==> src/rtl/fpc_pkg.sv <==
package fpc_pkg;

    localparam int WORD_W   = 32;
    localparam int SP_EXP_W = 8;
    localparam int SP_MAN_W = 23;
    localparam int DP_EXP_W = 11;
    localparam int DP_MAN_W = 52;
    localparam int SP_W     = 1 + SP_EXP_W + SP_MAN_W;
    localparam int DP_W     = 1 + DP_EXP_W + DP_MAN_W;
    localparam int MAG_W    = DP_W - 1;
    localparam int FLAG_W   = 4;

    typedef enum logic [1:0] {
        RES_EQ = 2'd0,
        RES_LT = 2'd1,
        RES_GT = 2'd2,
        RES_UN = 2'd3
    } cmp_res_e;

    // Unpacked operand as seen by the ordering logic.
    typedef struct packed {
        logic             sign;
        logic             nan;
        logic             zero;
        logic [MAG_W-1:0] mag;
    } opnd_t;

    typedef struct packed {
        logic n;
        logic z;
        logic c;
        logic v;
    } flags_t;

    localparam opnd_t POS_ZERO = '{sign: 1'b0, nan: 1'b0, zero: 1'b1, mag: '0};

    function automatic flags_t res_to_flags(cmp_res_e r);
        flags_t f;
        unique case (r)
            RES_EQ:  f = '{n: 1'b0, z: 1'b1, c: 1'b1, v: 1'b0};
            RES_LT:  f = '{n: 1'b1, z: 1'b0, c: 1'b0, v: 1'b0};
            RES_GT:  f = '{n: 1'b0, z: 1'b0, c: 1'b1, v: 1'b0};
            default: f = '{n: 1'b0, z: 1'b0, c: 1'b1, v: 1'b1};
        endcase
        return f;
    endfunction

endpackage

==> src/rtl/fpc_unpack.sv <==
module fpc_unpack #(
    parameter int EXP_W = 8,
    parameter int MAN_W = 23,
    localparam int W    = 1 + EXP_W + MAN_W
) (
    input  logic            [W-1:0] raw_i,
    input  logic                    ftz_i,
    output fpc_pkg::opnd_t          op_o
);
    import fpc_pkg::*;

    logic [EXP_W-1:0] exp_f;
    logic [MAN_W-1:0] man_f;
    logic             exp_zero;
    logic             exp_ones;
    logic             man_nz;
    logic             flush;

    always_comb begin
        exp_f    = raw_i[W-2:MAN_W];
        man_f    = raw_i[MAN_W-1:0];
        exp_zero = (exp_f == '0);
        exp_ones = &exp_f;
        man_nz   = |man_f;
        flush    = ftz_i && exp_zero && man_nz;

        op_o.sign = raw_i[W-1];
        op_o.nan  = exp_ones && man_nz;
        op_o.zero = (exp_zero && !man_nz) || flush;
        op_o.mag  = flush ? '0 : MAG_W'(raw_i[W-2:0]);
    end

endmodule

==> src/rtl/fpc_order.sv <==
module fpc_order (
    input  fpc_pkg::opnd_t   a_i,
    input  fpc_pkg::opnd_t   b_i,
    output fpc_pkg::cmp_res_e res_o
);
    import fpc_pkg::*;

    logic mag_eq;
    logic mag_gt;

    always_comb begin
        mag_eq = (a_i.mag == b_i.mag);
        mag_gt = (a_i.mag > b_i.mag);
        if (a_i.nan || b_i.nan) begin
            res_o = RES_UN;
        end else if (a_i.zero && b_i.zero) begin
            res_o = RES_EQ;
        end else if (a_i.sign != b_i.sign) begin
            res_o = a_i.sign ? RES_LT : RES_GT;
        end else if (mag_eq) begin
            res_o = RES_EQ;
        end else begin
            res_o = (mag_gt ^ a_i.sign) ? RES_GT : RES_LT;
        end
    end

endmodule

==> src/rtl/fp_compare_flags.sv <==
module fp_compare_flags #(
    parameter int WORD_W = fpc_pkg::WORD_W,
    localparam int FLAG_W = fpc_pkg::FLAG_W
) (
    input  logic              clk,
    input  logic              rst,
    input  logic              start,
    input  logic              dbl_mode,
    input  logic              cmp_zero,
    input  logic              ftz_en,
    input  logic [WORD_W-1:0] a_lo,
    input  logic [WORD_W-1:0] a_hi,
    input  logic [WORD_W-1:0] b_lo,
    input  logic [WORD_W-1:0] b_hi,
    output logic [FLAG_W-1:0] flags_o,
    output logic              valid_o
);
    import fpc_pkg::*;

    localparam int N_OPND = 2;

    logic [2*WORD_W-1:0] raw [N_OPND];
    opnd_t               sp_op [N_OPND];
    opnd_t               dp_op [N_OPND];
    opnd_t               sel_a;
    opnd_t               sel_b;
    cmp_res_e            res;
    flags_t              flags_q;
    logic                valid_q;

    assign raw[0] = {a_hi, a_lo};
    assign raw[1] = {b_hi, b_lo};

    for (genvar gi = 0; gi < N_OPND; gi++) begin : g_opnd
        fpc_unpack #(.EXP_W(SP_EXP_W), .MAN_W(SP_MAN_W)) u_sp (
            .raw_i (raw[gi][SP_W-1:0]),
            .ftz_i (ftz_en),
            .op_o  (sp_op[gi])
        );
        fpc_unpack #(.EXP_W(DP_EXP_W), .MAN_W(DP_MAN_W)) u_dp (
            .raw_i (raw[gi][DP_W-1:0]),
            .ftz_i (ftz_en),
            .op_o  (dp_op[gi])
        );
    end

    always_comb begin
        sel_a = dbl_mode ? dp_op[0] : sp_op[0];
        if (cmp_zero) begin
            sel_b = POS_ZERO;
        end else begin
            sel_b = dbl_mode ? dp_op[1] : sp_op[1];
        end
    end

    fpc_order u_order (
        .a_i   (sel_a),
        .b_i   (sel_b),
        .res_o (res)
    );

    always_ff @(posedge clk) begin
        if (rst) begin
            flags_q <= '0;
            valid_q <= 1'b0;
        end else begin
            valid_q <= start;
            if (start) begin
                flags_q <= res_to_flags(res);
            end
        end
    end

    assign flags_o = flags_q;
    assign valid_o = valid_q;


    reset_clear_chk: assert property (@(posedge clk)
        rst |=> (flags_o == '0 && !valid_o));


    valid_after_start_chk: assert property (@(posedge clk) disable iff (rst)
        start |=> valid_o);


    no_spurious_valid_chk: assert property (@(posedge clk) disable iff (rst)
        !start |=> !valid_o);


    flags_hold_chk: assert property (@(posedge clk) disable iff (rst)
        !start |=> $stable(flags_o));


    legal_code_chk: assert property (@(posedge clk) disable iff (rst)
        valid_o |-> (flags_o == 4'b0110 || flags_o == 4'b1000 ||
                     flags_o == 4'b0010 || flags_o == 4'b0011));


    same_bits_equal_chk: assert property (@(posedge clk) disable iff (rst)
        (start && !dbl_mode && !cmp_zero && a_lo == b_lo &&
         a_lo[30:23] != 8'hFF) |=> flags_o == 4'b0110);


    nan_unordered_chk: assert property (@(posedge clk) disable iff (rst)
        (start && !dbl_mode && !cmp_zero && a_lo[30:23] == 8'hFF &&
         a_lo[22:0] != '0) |=> flags_o == 4'b0011);


    zero_vs_zero_chk: assert property (@(posedge clk) disable iff (rst)
        (start && !dbl_mode && cmp_zero && a_lo[30:0] == '0)
        |=> flags_o == 4'b0110);

endmodule

==> config.mk <==
export PLATFORM = sky130hd
export DESIGN_NAME = fp_compare_flags
export DESIGN_NICKNAME = d
export VERILOG_FILES = /design/src/rtl/fpc_pkg.sv /design/src/rtl/fpc_unpack.sv /design/src/rtl/fpc_order.sv /design/src/rtl/fp_compare_flags.sv
export SDC_FILE = /design/constraint.sdc
export NUM_CORES = 1
export LEC_CHECK = 0
export BUFFER_PORTS_ARGS = -buffer_cell sky130_fd_sc_hd__buf_4
export CAP_MARGIN = 20
export CORE_UTILIZATION = 52
export DETAILED_ROUTE_END_ITERATION = 8
export GPL_TIMING_DRIVEN = 0
export PLACE_DENSITY = 0.91
export SYNTH_ARGS = -nofsm -noshare
export SYNTH_HDL_FRONTEND = slang
export SYNTH_HIERARCHICAL = 1
export SYNTH_SLANG_ARGS = --single-unit
==> constraint.sdc <==
create_clock -name clk -period 4.8 [get_ports clk]
set_input_delay 0.96 -clock clk [delete_from_list [all_inputs] [get_ports clk]]
set_output_delay 0.96 -clock clk [all_outputs]
set_load 0.02 [all_outputs]
# Yosys cells after proc, flatten, opt, wreduce, memory -nomap -nowiden
# Cells that the tools add are included.
# word_totals
reg_bits	5
wordCells	64
# classes
magnitude_cmp	1
n_eq_ne	4
muxes	14
n_bitwise	1
n_reduce_logical	39
# op_table
op	count
two-way mux 66 bit	3
two-way mux 63 bit	2
OR reduction 52 bit	2
equality test 63 bit	1
greater-than comparator 63 bit	1
two-way mux 31 bit	2
OR reduction 23 bit	2
zero test 11 bit	2
AND reduction 11 bit	2
logical AND 1 bit	17
zero test 8 bit	2
AND reduction 8 bit	2
two-way mux 2 bit	6
one-hot mux 4 bit (3 select lines)	1
logical OR 1 bit	5
zero test 1 bit	4
equality test 2 x 1 -> 1 bit, second input constant	1
equality test 2 bit, second input constant	1
zero test 2 bit	1
!= test 1 bit	1
XOR 1 bit	1

# Logic depth before layout (Yosys ltp)
# depth
word_depth	15
depth_mapped	20

# Modules after synthesis
# Netlist, hierarchy kept.
# by_module_without_submodules
mod	n_inst	cells_each	area_per_inst_um2	seq_area_each_um2
fp_compare_flags	1	237	2005.7	100.1
fpc_order	1	238	1685.4	0.0
fpc_unpack at g_opnd[0].u_dp ...	2	105	716.9	0.0
fpc_unpack at g_opnd[0].u_sp ...	2	84	623.1	0.0

# Worst setup path before layout
# Ideal clock, no wire load.
# synth_path
path_kind	input -> register
start	input port b_lo[0]
end	register flags_q (netlist bit flags_o[2])
setup_time_ns	0.070
arrival_ns	4.726
required_time_ns	4.730
path_slack_ns	0.005
stages	20
path_buffers	2
path_cell_list	nor4_1 nand4_1 or4_1 buf_6 buf_6 a21boi_1 mux2i_1 nor2_1 inv_1 ha_1 a21oi_2 nand2_1 a221o_1 a221oi_1 nand2_1 or3_4 mux2i_1 nand3_1 or3b_1 a21oi_1
# synth_lines
item	line	text
from (decl)	fp_compare_flags.sv:13	input logic [WORD_W-1:0] b_lo,
to (signal assigned)	fp_compare_flags.sv:69	flags_q <= res_to_flags(res);
to (decl)	fp_compare_flags.sv:28	flags_t flags_q;

==> reports/results.ini <==
[setup_path]
r2r_setup_slack_ps=4200
ff2ff_path_depth=1
path_class=input port to flop
worstSetupStartpointType=input port
crit_chain=buf_4 > nor4_2 > nand4_1 > or4_4 > clkbuf_16 > a21boi_1 > mux2i_1 > nor2_1 > inv_1 > ha_1 > nand4_1 > nor3_2 > a221o_1 > a221oi_2 > nand2_1 > or3_4 > mux2i_1 > nand3_1 > or3b_1 > a21oi_1
slowest_delay_ps=670
critPathMaxFanout=5
cp_slowest_cell=or4_4
critPathRequiredTime_ps=4960
cp-end-kind=flop
cp.arrival_ps=5570
r2r-start=flags_o[1]$_SDFFE_PP0P_
r2r-end=flags_o[1]$_SDFFE_PP0P_

[power_and_ir_drop]
seqPwrFrac=0.052
p_clk_frac=0.154
peakVddDrop_mv=0.0998
swShare=0.408
power.density_nw_per_um2=106
p_int_mw=0.530
comb_power_share=0.794
leakage_nw=4.01
p_switching_mw=0.366
p_total_mw=0.896

[hold_path]
min_to=flags_o[3]$_SDFFE_PP0P_
hold_depth=2
min_from=flags_o[3]$_SDFFE_PP0P_
hold_class=flop to flop

[route]
vias=7041
ant_nets=0
post-route-drc-count=3
routed_wl_microns=20800
routedWlPerCell_microns=17.1
drtIter0Drc=526
drt_pass1_iterations=9
viasPerCell=5.80

[cts]
clkSlewWorstSetupHoldPaths_ps=30
cts_buffers=3
ctsLongestPathBuffers=2
root_buffer=clkbuf_16
cts-htree-levels=1
cts_tree=done
holdBufCountCts=0
clock_latency_ps=230
cts.sinks=5

[timing]
final-hold-violation-count=0
finalClockSkew_ps=0
final-max-slew-violation-count=0
fin_setup_tns_ps=-2060
rsz0062_at_grt=true
tightest_slew_ps=544
fmax_mhz=185
finalSetupViolations=4
period_needed_ps=5400
slew_headroom=0.637
whs_ps=473
layout_worst_path_cycle_share=1.13
final.setup.worst_slack_ps=-601

[global_routing]
grt_pass1_wl_microns=30400
antenna_found_initial=0
grt_overflow=0
grt_max_degree=11
grt_pass1_vias=6453
grt_util_all_layers=0.295

[yosys]
synth_largest_area_cell=ha_1
synth_edf_count=0
ys_types=54
ys_top_cells_by_area=ha_1 12%, a21boi_1 11%, mux2_2 11%
synth_area_sq_um=6370
syn_inst=853
ys.flop_type=dfxtp_1
async_flop_share=0
ys_seq_elements=5
seq_area_frac_synth=0.0157
postSynthAreaPerCell_sq_um=7.47
synth_warnings=6
yosysTopAreaCellShare=0.124

[finish]
fin_nets=1266
drive_gt1_frac=0.413
final_cell_area_sq_um=8450
final_cells=1215
syn2layout_area_growth_pct=32.6
post-route-util=0.706
n_antenna_cell=0

[die]
ioPinCount=139
die_area_sq_um=12700
start_util=0.533
row_count=40
die-height_microns=113
die_w_microns=113
core_sq_um=12000

[place]
hpwl_microns=15200
numPlacedInstances=1196
place_ws_ps=-972
io_buffers=134
post_dp_cell_area_sq_um=7790
place.gp.congestion=0.953

[job]
drv_cap=0

[status]
violations=DRC, setup timing
status=complete, but fails checks

placed cells by master, fill, tap and decap left out, types with 32 or more instances in the layout:
cell type  count
ha_1          53
inv_1         68
nand4_1       32
clkbuf_1      40
and2_4        38
mux2i_1       66
a21boi_1      90
conb_1        64
mux2_2        62
nor2_1        76
buf_4        210
timing repair:
| item | in CTS | in global routing |
|---|---|---|
| buffers inserted | 9 | 6 |
| gates cloned | 1 | 2 |
| pin swaps | 29 | 21 |
| setup endpoints to repair | 4 | 4 |
| resized for setup | 49 | 28 |
area by class of cell:
cell class / count / area [sq um]
multi-input cells: 687 / 5600
repair buffers: 151 / 1180
flip-flops and latches: 5 / 100
clock buffers: 4 / 78.8
fillers: 868 / 3510
plain buffers: 153 / 1050
inverters: 68 / 255
well taps: 147 / 184
cells by family after synthesis:
logic type,after synthesis,synth area share
multiplexers,132,0.223
adder cells (fa/ha/maj),63,0.124
flip-flops,5,0.0157
AO/OA/AOI/OAI,166,0.189
AND/OR/NAND/NOR,261,0.243
other,2,0.00118
buffers and inverters,224,0.205
cells in the mapped netlist (2+ instances only):
library cell and instances:
mux2i_1 66, nor3_1 6, ha_1 63, and2_2 8
and2_4 38, and4b_1 2, nand4_1 32, a21boi_0 7
nand3_1 17, nand2b_1 3, dlygate4sd3_1 2, buf_4 68
nand3_2 2, nor4b_1 2, nand2_1 15, nor2_1 76
o21a_1 2, inv_1 68, nor2b_1 2, clkbuf_1 51
o21ai_0 6, mux2_2 62, a21oi_1 27, and2_1 2
nor4_2 5, nand3b_1 3, a221o_1 2, a211oi_1 3
or4_1 2, buf_2 10, nor4_1 43, a21o_1 6
conb_1 2, mux2_4 4, buf_6 25, a21boi_1 96
dfxtp_1 5, a21boi_2 4
worst max-delay path by stage:
stage	endpoint	slack [ps]	cells past startpoint	from
3_5_place_dp	flags_o[2]$_SDFFE_PP0P_	-970	19	a_hi[25]
5_1_grt	flags_o[2]$_SDFFE_PP0P_	-790	20	b_lo[21]
3_3_place_gp	flags_o[2]$_SDFFE_PP0P_	-830	19	a_hi[20]
2_1_floorplan	flags_o[2]$_SDFFE_PP0P_	5	20	b_lo[0]
6_report	flags_o[2]$_SDFFE_PP0P_	-600	20	b_lo[1]
4_1_cts	flags_o[1]$_SDFFE_PP0P_	-250	22	b_hi[11]
critical path, delay by kind of cell:
family | cells | cell delay, ps
adder cells (fa/ha/maj) | 1 | 290
AO/OA/AOI/OAI | 4 | 970
multiplexers | 2 | 300
AND/OR/NAND/NOR | 10 | 2620
buffers and inverters | 3 | 410
layer usage:
metal  wire length (microns)  GRT usage  vias up
li1                        -          -     3312
met4                    1030      0.129        0
met5                       0          0        -
met1                    8170      0.351     3252
met2                   10100      0.536      374
met3                    1500     0.0268      103
registers in the layout (all words and copies together), names as in the netlist:
register,count
valid_o,1
flags_o,4
power by group through the flow:
stage | clock network, mW | logic, mW | registers, mW
global placement | 0 | 0.593 | 0.0471
detailed placement | 0 | 0.616 | 0.0472
floorplan | 0 | 0.405 | 0.0512
CTS | 0.140 | 0.658 | 0.0467
finish | 0.138 | 0.711 | 0.0466
global route | 0.142 | 0.766 | 0.0470
Note: power is estimated with default switching activity, not from simulation.
